===== src/rtl/wd_pkg.sv =====
// Package: shared state type, period codes and a sizing helper for the
// bus-restarted watchdog. Assumes nothing beyond IEEE 1800-2017.
package wd_pkg;

    typedef enum logic [1:0] {
        WD_OFF   = 2'd0,
        WD_COUNT = 2'd1,
        WD_PULSE = 2'd2
    } wd_state_e;

    localparam logic [1:0] CODE_LONG  = 2'b00;
    localparam logic [1:0] CODE_MID   = 2'b01;
    localparam logic [1:0] CODE_SHORT = 2'b10;
    localparam logic [1:0] CODE_OFF   = 2'b11;

    // Largest of five tick counts, used to size the shared counter.
    function automatic int wd_max5(input int a, input int b, input int c,
                                   input int d, input int e);
        int m;
        m = a;
        if (b > m) m = b;
        if (c > m) m = c;
        if (d > m) m = d;
        if (e > m) m = e;
        return m;
    endfunction

endpackage


===== src/rtl/wd_prescaler.sv =====
// Module: wd_prescaler
// Divides the clock into a one-cycle tick every DIV clocks.
// Assumes DIV >= 1; with DIV == 1 the tick is high on every cycle.
module wd_prescaler #(
    parameter int DIV = 50
) (
    input  logic clk,
    input  logic rst_n,
    output logic tick
);
    localparam int W = (DIV > 1) ? $clog2(DIV) : 1;
    localparam logic [W-1:0] LAST = W'(DIV - 1);

    logic [W-1:0] div_cnt;

    // Wrap the divider and emit one tick per wrap.
    always_ff @(posedge clk) begin
        if (!rst_n) begin
            div_cnt <= '0;
            tick    <= 1'b0;
        end else if (div_cnt == LAST) begin
            div_cnt <= '0;
            tick    <= 1'b1;
        end else begin
            div_cnt <= div_cnt + 1'b1;
            tick    <= 1'b0;
        end
    end
endmodule


===== src/rtl/wd_sync2.sv =====
// Module: wd_sync2
// Two-flop synchroniser for W asynchronous inputs, reset to RST_VAL.
// Assumes each input is a level that is stable for several clocks.
module wd_sync2 #(
    parameter int             W       = 1,
    parameter logic [W-1:0]   RST_VAL = '0
) (
    input  logic         clk,
    input  logic         rst_n,
    input  logic [W-1:0] async_in,
    output logic [W-1:0] sync_out
);
    logic [W-1:0] meta;

    // Two register stages into the clock domain.
    always_ff @(posedge clk) begin
        if (!rst_n) begin
            meta     <= RST_VAL;
            sync_out <= RST_VAL;
        end else begin
            meta     <= async_in;
            sync_out <= meta;
        end
    end
endmodule


===== src/rtl/wd_start_detect.sv =====
// Module: wd_start_detect
// Finds bus START conditions: data falling while the clock line is high,
// after the data line has been high for at least MIN_HIGH ticks.
// Assumes an idle bus with both lines high; the output is a one-cycle pulse.
module wd_start_detect #(
    parameter int MIN_HIGH = 1
) (
    input  logic clk,
    input  logic rst_n,
    input  logic tick,
    input  logic scl_in,
    input  logic sda_in,
    output logic start_evt
);
    localparam int HW = $clog2(MIN_HIGH + 1);
    localparam logic [HW-1:0] HMAX = HW'(MIN_HIGH);

    logic [1:0]    bus_s;
    logic          scl_s;
    logic          sda_s;
    logic          sda_prev;
    logic [HW-1:0] high_ticks;
    logic          qualified;

    wd_sync2 #(.W(2), .RST_VAL(2'b11)) u_sync (
        .clk      (clk),
        .rst_n    (rst_n),
        .async_in ({scl_in, sda_in}),
        .sync_out (bus_s)
    );

    assign scl_s = bus_s[1];
    assign sda_s = bus_s[0];

    // Track the data level of the previous cycle for edge finding.
    always_ff @(posedge clk) begin
        if (!rst_n) sda_prev <= 1'b1;
        else        sda_prev <= sda_s;
    end

    // Count ticks of data-high time, saturating at the minimum.
    always_ff @(posedge clk) begin
        if (!rst_n)                          high_ticks <= '0;
        else if (!sda_s)                     high_ticks <= '0;
        else if (tick && high_ticks != HMAX) high_ticks <= high_ticks + 1'b1;
    end

    assign qualified = sda_prev && !sda_s && scl_s && (high_ticks >= HMAX);

    // Register the qualified START as a clean one-cycle event.
    always_ff @(posedge clk) begin
        if (!rst_n) start_evt <= 1'b0;
        else        start_evt <= qualified;
    end
endmodule


===== src/rtl/wd_timer.sv =====
// Module: wd_timer
// Holds the period code and runs the count/pulse sequence on one shared
// tick counter. Assumes all tick counts are >= 1 and start_evt is a pulse.
module wd_timer
    import wd_pkg::*;
#(
    parameter int PERIOD_LONG  = 1400000,
    parameter int PERIOD_MID   = 200000,
    parameter int PERIOD_SHORT = 25000,
    parameter int PULSE_LONG   = 200000,
    parameter int PULSE_SHORT  = 25000
) (
    input  logic       clk,
    input  logic       rst_n,
    input  logic       tick,
    input  logic       start_evt,
    input  logic       cfg_load,
    input  logic [1:0] cfg_code,
    output logic [1:0] code_q,
    output logic       expired,
    output logic       reset_out
);
    localparam int MAXV = wd_max5(PERIOD_LONG, PERIOD_MID, PERIOD_SHORT,
                                  PULSE_LONG, PULSE_SHORT);
    localparam int CW   = $clog2(MAXV + 1);

    wd_state_e      state;
    logic [CW-1:0]  cnt;
    logic [CW-1:0]  period_last;
    logic [CW-1:0]  pulse_last;

    // Pick the final count of the period and of the pulse from the code.
    always_comb begin
        case (code_q)
            CODE_LONG: period_last = CW'(PERIOD_LONG - 1);
            CODE_MID:  period_last = CW'(PERIOD_MID - 1);
            default:   period_last = CW'(PERIOD_SHORT - 1);
        endcase
        pulse_last = (code_q == CODE_SHORT) ? CW'(PULSE_SHORT - 1)
                                            : CW'(PULSE_LONG - 1);
    end

    // Sequence: off, counting a period, or driving the reset pulse.
    always_ff @(posedge clk) begin
        if (!rst_n) begin
            code_q  <= CODE_OFF;
            state   <= WD_OFF;
            cnt     <= '0;
            expired <= 1'b0;
        end else if (cfg_load) begin
            code_q  <= cfg_code;
            cnt     <= '0;
            expired <= 1'b0;
            state   <= (cfg_code == CODE_OFF) ? WD_OFF : WD_COUNT;
        end else begin
            case (state)
                WD_COUNT: begin
                    if (start_evt) begin
                        cnt     <= '0;
                        expired <= 1'b0;
                    end else if (tick) begin
                        if (cnt == period_last) begin
                            state   <= WD_PULSE;
                            cnt     <= '0;
                            expired <= 1'b1;
                        end else begin
                            cnt <= cnt + 1'b1;
                        end
                    end
                end
                WD_PULSE: begin
                    if (tick) begin
                        if (cnt == pulse_last) begin
                            state <= WD_COUNT;
                            cnt   <= '0;
                        end else begin
                            cnt <= cnt + 1'b1;
                        end
                    end
                end
                default: cnt <= '0;
            endcase
        end
    end

    assign reset_out = (state == WD_PULSE);
endmodule


===== src/rtl/bus_watchdog.sv =====
// Module: bus_watchdog (top)
// Watchdog serviced by START conditions on a two-wire bus. A timeout sets a
// sticky flag and drives a reset pulse, after which counting starts again.
// Assumes scl_in/sda_in are asynchronous; durations are in prescaler ticks.
module bus_watchdog #(
    parameter int TICK_DIV     = 50,
    parameter int MIN_HIGH     = 1,
    parameter int PERIOD_LONG  = 1400000,
    parameter int PERIOD_MID   = 200000,
    parameter int PERIOD_SHORT = 25000,
    parameter int PULSE_LONG   = 200000,
    parameter int PULSE_SHORT  = 25000
) (
    input  logic       clk,
    input  logic       rst_n,
    input  logic       scl_in,
    input  logic       sda_in,
    input  logic       cfg_load,
    input  logic [1:0] cfg_code,
    output logic       expired,
    output logic       reset_out
);
    logic       tick;
    logic       start_evt;
    logic [1:0] code_q;

    wd_prescaler #(.DIV(TICK_DIV)) u_presc (
        .clk   (clk),
        .rst_n (rst_n),
        .tick  (tick)
    );

    wd_start_detect #(.MIN_HIGH(MIN_HIGH)) u_start (
        .clk       (clk),
        .rst_n     (rst_n),
        .tick      (tick),
        .scl_in    (scl_in),
        .sda_in    (sda_in),
        .start_evt (start_evt)
    );

    wd_timer #(
        .PERIOD_LONG  (PERIOD_LONG),
        .PERIOD_MID   (PERIOD_MID),
        .PERIOD_SHORT (PERIOD_SHORT),
        .PULSE_LONG   (PULSE_LONG),
        .PULSE_SHORT  (PULSE_SHORT)
    ) u_timer (
        .clk       (clk),
        .rst_n     (rst_n),
        .tick      (tick),
        .start_evt (start_evt),
        .cfg_load  (cfg_load),
        .cfg_code  (cfg_code),
        .code_q    (code_q),
        .expired   (expired),
        .reset_out (reset_out)
    );
endmodule


===== config.mk =====
export PLATFORM = sky130hd
export DESIGN_NAME = bus_watchdog
export DESIGN_NICKNAME = d
export VERILOG_FILES = /design/src/rtl/wd_pkg.sv /design/src/rtl/wd_prescaler.sv /design/src/rtl/wd_sync2.sv /design/src/rtl/wd_start_detect.sv /design/src/rtl/wd_timer.sv /design/src/rtl/bus_watchdog.sv
export SDC_FILE = /design/constraint.sdc
export NUM_CORES = 1
export LEC_CHECK = 0
export BUFFER_PORTS_ARGS = -buffer_cell sky130_fd_sc_hd__buf_2
export CAP_MARGIN = 20
export CORE_ASPECT_RATIO = 1.4
export CORE_UTILIZATION = 60
export DETAILED_ROUTE_END_ITERATION = 12
export HOLD_SLACK_MARGIN = 0.05
export PLACE_DENSITY = 0.89
export SLEW_MARGIN = 15
export SYNTH_ARGS = -nofsm -noshare
export SYNTH_HDL_FRONTEND = slang
export SYNTH_HIERARCHICAL = 1
export SYNTH_SLANG_ARGS = --single-unit
export TNS_END_PERCENT = 50

===== constraint.sdc =====
create_clock -name clk -period 2.1 [get_ports clk]
set_input_delay 0 -clock clk [delete_from_list [all_inputs] [get_ports clk]]
set_output_delay 0 -clock clk [all_outputs]
set_load 0.01 [all_outputs]

; Word-level counts from Yosys, hierarchy flattened
; Cells that the tools add are included.
[op_classes]
magnitude_cmp = 1
add_sub_neg = 3
bitwise = 2
n_eq_ne = 15
reduce_logical = 15
mux = 20
[ops]
columns = cell, n
row1 = $mux 21, 5
row2 = $pmux 21 s2, 2
row3 = $eq 21x21->1, 2
row4 = $add 21x1->21 const B, 1
row5 = $mux 18, 1
row6 = $mux 2, 6
row7 = $ne 3x2->1 const B, 3
row8 = $ne 3x3->1 const B, 3
row9 = $add 6x1->6 const B, 1
row10 = $eq 2x2->1 const B, 3
row11 = $eq 6x6->1 const B, 1
row12 = $reduce_and 6->1, 1
row13 = $mux 1, 5
row14 = $eq 2x1->1 const B, 2
row15 = $logic_and 1x1->1, 4
row16 = $pmux 2 s2, 1
row17 = $reduce_and 2->1, 2
row18 = $reduce_bool 2->1, 2
row19 = $reduce_or 2->1, 2
row20 = $reduce_and 3->1, 1
row21 = $reduce_bool 3->1, 1
row22 = $logic_not 2->1, 1
row23 = $ne 2x1->1 const B, 1
row24 = $not 1->1, 2
row25 = 3 further kinds, 3
[totals]
output_inout_bits = 2
input_bits = 7
reg_bits = 40
elab_cells = 67

; Longest topological paths before layout
[depth]
word_depth = 8
depth_mapped = 10
mapped_depth_nobuf = 8

; Cells and area by module
; Netlist, hierarchy kept.
[by_module_without_submodules]
columns = mod, n_inst, area_per_inst_um2, cells_each, seq_area_each_um2
row1 = wd_timer, 1, 1925.6, 243, 520.5
row2 = wd_prescaler, 1, 281.5, 29, 140.1
row3 = wd_sync2, 1, 105.1, 8, 80.1
row4 = wd_start_detect, 1, 95.1, 7, 60.1

; Worst setup path after synthesis
; OpenSTA, ideal clock, no wires.
[synth_timing]
kind = flip-flop to flip-flop
startpoint = register u_timer.cnt[14]
endpoint = register u_timer.cnt[13]
required_time_ns = 1.971
path_stages_with_launch = 9
arrival_ns = 1.782
setup_time_ns = 0.129
synth_period_minus_slack_ns = 1.911
n_path_buf = 2
slack_ns = 0.189
cell_sequence = dfxtp_1 -> buf_6 -> or4b_1 -> a21oi_2 -> o22ai_1 -> o2111a_2 -> buf_6 -> o21ai_2 -> o211ai_1
[synth_between]
elab_chain_cells = 5
elab_cells_between_ends = 8
cone_classes = eq/ne (2) / mux (6)
[synth_lines]
columns = item, line
row1 = from (decl), wd_timer.sv:28  ; logic [CW-1:0] cnt;
row2 = from (signal assigned), wd_timer.sv:67  ; cnt <= cnt + 1'b1;
row3 = from (signal assigned), wd_timer.sv:77  ; cnt <= cnt + 1'b1;
row4 = $eq 21x21->1, wd_timer.sv:62  ; if (cnt == period_last) begin
row5 = $mux 21, wd_timer.sv:62
row6 = $mux 21, wd_timer.sv:61  ; end else if (tick) begin
row7 = $mux 21, wd_timer.sv:58  ; if (start_evt) begin
row8 = $pmux 21 s2 (*), wd_timer.sv:56  ; case (state)
; Mark *: on every way between the ends. The rest lies on a longest branch, timed or not. The select of a mux whose other input is x is not followed.
; A chain may end at the register's enable or synchronous reset.

; Final worst setup path
[layout_timing]
startpoint = register u_timer.code_q[1]
endpoint = register u_timer.cnt[6]
[layout_between]
elab_chain_cells = 7
elab_cells_between_ends = 13
cone_classes = eq/ne (4) / mux (8) / reduce/logical (1)
[layout_lines]
columns = item, line
row1 = from (decl), wd_timer.sv:19  ; output logic [1:0] code_q,
row2 = from (signal assigned), wd_timer.sv:51  ; code_q <= cfg_code;
row3 = $eq 2x1->1 or $logic_not 2->1 (tied branches), wd_timer.sv:34  ; case (code_q)
row4 = $pmux 21 s2, wd_timer.sv:34
row5 = $eq 21x21->1, wd_timer.sv:62
row6 = $mux 21, wd_timer.sv:62
row7 = $mux 21, wd_timer.sv:61
row8 = $mux 21, wd_timer.sv:58
row9 = $pmux 21 s2 (*), wd_timer.sv:56
; Marks and branches as above.

==> results summary <==
Setup repair after global routing could not meet its margin everywhere. The growth of design area from synthesis to finish is 26.51%. Sorting the synthesized cells by area gives the leading types as sky130_fd_sc_hd__dfxtp_1 33%, sky130_fd_sc_hd__nand2_1 6.9%, sky130_fd_sc_hd__nor2_1 4.2%.

The placed instances occupy a cell area of 2624 µm². The final period utilization is 106.3%. The layout has 192 filler cells. The async set-reset flop share out of synthesis came out at 0%. The aggregate routed wire length came out at 8523 µm.

The smallest clock period supported by the final layout is computed as 2232 ps. Power spread over the standard cell area amounts to 479.0 nW/µm². The initial utilization of the core area, before any placement, comes to 64.35%. The first-pass GRT wire length came out at 12170 µm.

STA classifies the critical path endpoint as a register. The number of flip-flops and latches in the synthesized netlist came out at 40. The path class of the lowest-slack min-delay path is reg2reg.

The I/O pin count is 9. The number of max-slew violations in the final report is 0. The die width came out at 55.54 µm. The run finished, with violations left. Leaving out fill and tap cells, the most frequent cells in the layout are 44 x sky130_fd_sc_hd__nand2_1, 37 x sky130_fd_sc_hd__buf_4, 31 x sky130_fd_sc_hd__dfxtp_1. The post-route worst setup slack is -131.7 ps. The total number of clock tree sinks came out at 40. Each instance of the synthesized netlist takes up on average 8.388 µm². At the later pin of the worst-skew pair, clock insertion delay measures 300 ps. The global placement routability congestion came out at 0.8986. Across the VDD grid, the largest voltage drop is 554.6 µV. The sequential area share after synthesis came out at 33.26%.

In the final routed layout, each cell accounts on average for 22.20 µm. The pre-CTS worst setup slack is -103.3 ps. The CTS buffer count came out at 5.

The worst setup path is launched from a register. The detailed placement HPWL came out at 4400 µm. The die outline area is 4273 µm². In this run, the number of DRC markers left after iteration 0 of detailed routing was 261. After floorplanning, the core was sized to cover 3741 µm². The pre-antenna-repair detailed-routing pass consisted of 5 iterations. Clock tree synthesis selected as its root buffer the cell sky130_fd_sc_hd__clkbuf_8.

The worst path arrival time is 2430 ps. Buffers placed on the I/O ports in this run total 8. Across all layers, the routed design uses 2703 vias. The slew of the pin with the lowest slew margin is 430.6 ps. The total congestion overflow after global routing is 0.

The antenna cell count is 0. The start-to-end type of the worst setup path is reg2reg. Counting flops with a built-in enable in the synthesized netlist gives 0. Leaving out fill and tap cells, the most frequent cell in the layout is sky130_fd_sc_hd__nand2_1. At the worst endpoint, the required time is 2290 ps. In this run the static leakage power is 0.001228 µW.

The post-synthesis cell area came out at 2407 µm². The global-route usage over all layers is 36.40%. The number of antenna violations at the first check in global routing is 0. The final count of negative-setup-slack endpoints came out at 17. The count of final hold-check violations came out at 0. The number of DRC violations after detailed routing came out at 0. The area fraction of the dominant cell type after synthesis came out at 33.26%. TritonCTS built the clock tree. The max-cap check violation count came out at 0.

During synthesis, Yosys emitted a total of 6 warnings. The most used flip-flop cell after synthesis is sky130_fd_sc_hd__dfxtp_1. The share of cells above drive strength 1 is 30.99%. The largest buffer count on any clock path is 2.

The per-cell via count in the routed design is 7.039. Along the worst path, the maximum fanout reaches 5. Clock-pin slew was measured on the worst setup and hold paths at 90 ps. The instance count of the mapped netlist is 287. The H-tree generated during clock tree synthesis spans 2 levels.

The number of distinct standard cells referenced by the synthesized netlist came out at 68. The checks that failed: setup timing. The number of nets with antenna violations after routing is 0. The final hold slack came out at 435.2 ps. The synthesized design spends more area on one cell type than any other, namely sky130_fd_sc_hd__dfxtp_1.

Synthesis produced a netlist with a net count of 299. The cell row count came out at 26. On the final layout, the worst clock skew is 10.22 ps. The maximum number of pins on one net before global-route repair is 14. The final core utilization is 81.40%. Measured against its own limit, the worst slew margin works out to 71.03%. The highest clock rate is 0.4481 GHz. The number of global-route vias before repair came out at 2602. For this run, the post-layout net count is 353. Measured along the y axis, the die boundary spans 76.95 µm. The area of all placed cells without fillers came out at 3045 µm².
-- critical path, stage by stage (launching register included) --
cell	delay, ps
sky130_fd_sc_hd__dfxtp_2	350
sky130_fd_sc_hd__buf_6	130
sky130_fd_sc_hd__or4b_4	490
sky130_fd_sc_hd__o31ai_4	110
sky130_fd_sc_hd__nand4_1	220
sky130_fd_sc_hd__buf_4	210
sky130_fd_sc_hd__o2111a_2	280
sky130_fd_sc_hd__buf_4	140
sky130_fd_sc_hd__o22ai_2	130
sky130_fd_sc_hd__nand2_1	60
-- metrics by stage --
step / setup TNS (ps) / instances / power (µW)
global route: -1361 / 384 / 1493
global placement: -52.98 / 352 / 888.0
floorplan: 0 / 287 / 858.1
finish: -969.8 / 384 / 1459
detailed placement: -266.2 / 352 / 892.9
CTS: 0 / 380 / 1424
-- logic make-up (layout without fill, tap and decap cells) --
| family | count (synthesis) | in the layout | synth area share [%] |
|---|---|---|---|
| buf+inv | 28 | 82 | 6.237 |
| xor+xnor | 9 | 9 | 3.274 |
| flops | 40 | 40 | 33.26 |
| mux | 3 | 3 | 1.299 |
| simple gates | 140 | 140 | 31.08 |
| fa+ha+maj | 5 | 5 | 2.599 |
| compound gates | 62 | 63 | 22.25 |
-- layer usage --
metal	routed length, µm	track usage [%]	vias to the layer above
met5	0	0	-
met4	768	26.25	0
met3	757	6.914	89
met2	4195	66.27	238
met1	2802	35.92	1239
li1	-	-	1137
-- path summary, 6_finish.rpt --
kind                     startpoint                          to  slack (ps)  depth (start not counted)
max               u_timer/code_q[1]              u_timer/cnt[6]        -130                          9
min          u_start/u_sync/meta[1]  u_start/u_sync/sync_out[1]         440                          1
max reg2reg       u_timer/code_q[1]              u_timer/cnt[6]        -130                          9
min reg2reg  u_start/u_sync/meta[1]  u_start/u_sync/sync_out[1]         440                          1
-- power breakdown --
| group | switching [µW] | internal (µW) | total [µW] |
|---|---|---|---|
| Clock | 297 | 237 | 533 |
| Sequential | 11.1 | 770 | 782 |
| Combinational | 79.8 | 64.0 | 144 |
| Total | 387 | 1070 | 1460 |
-- Yosys cell counts, drive strengths merged (2+ instances only) --
library cell	number
o2111a	2
nor4	4
inv	13
or2	4
mux2i	2
or4b	2
o2111ai	3
o21a	2
nand4	7
xor2	5
nor2	31
ha	5
nor3	6
xnor2	4
clkbuf	6
nand2	44
nor4b	2
nand3	10
a211oi	4
o31ai	2
a21oi	6
and2	10
or3	2
buf	9
o21ai	12
o211ai	10
nand2b	6
o22ai	8
nand4b	2
nor2b	3
dfxtp	40
-- registers in the layout (all words and copies together), names as in the netlist --
signal,cells
u_start/u_sync/sync_out,2
u_start/high_ticks,1
u_timer/code_q,2
u_presc/tick,1
u_timer/expired,1
u_start/sda_prev,1
u_start/u_sync/meta,2
u_start/start_evt,1
u_presc/div_cnt,6
u_timer/state,2
u_timer/cnt,21
-- timing repair --
item	4_1_cts	5_1_grt
resized for setup	0	31
hold buffers	12	0
setup buffers	8	3
pin swaps	1	9
cloned	0	1
setup endpoints to repair	6	24
endpoints found under the hold margin	9	0
-- layout make-up --
class                   count  area, µm²  share of cell area [%]
multi-input cells         220       1549                   50.86
flip-flops and latches     40      814.5                   26.75
repair buffers             61      491.7                   16.15
clock buffers               6      72.57                   2.383
well taps                  42      52.55                   1.726
inverters                  13      48.80                   1.602
clock inverters             2      16.27                  0.5341
No activity file was read; power rests on OpenSTA's default activity.
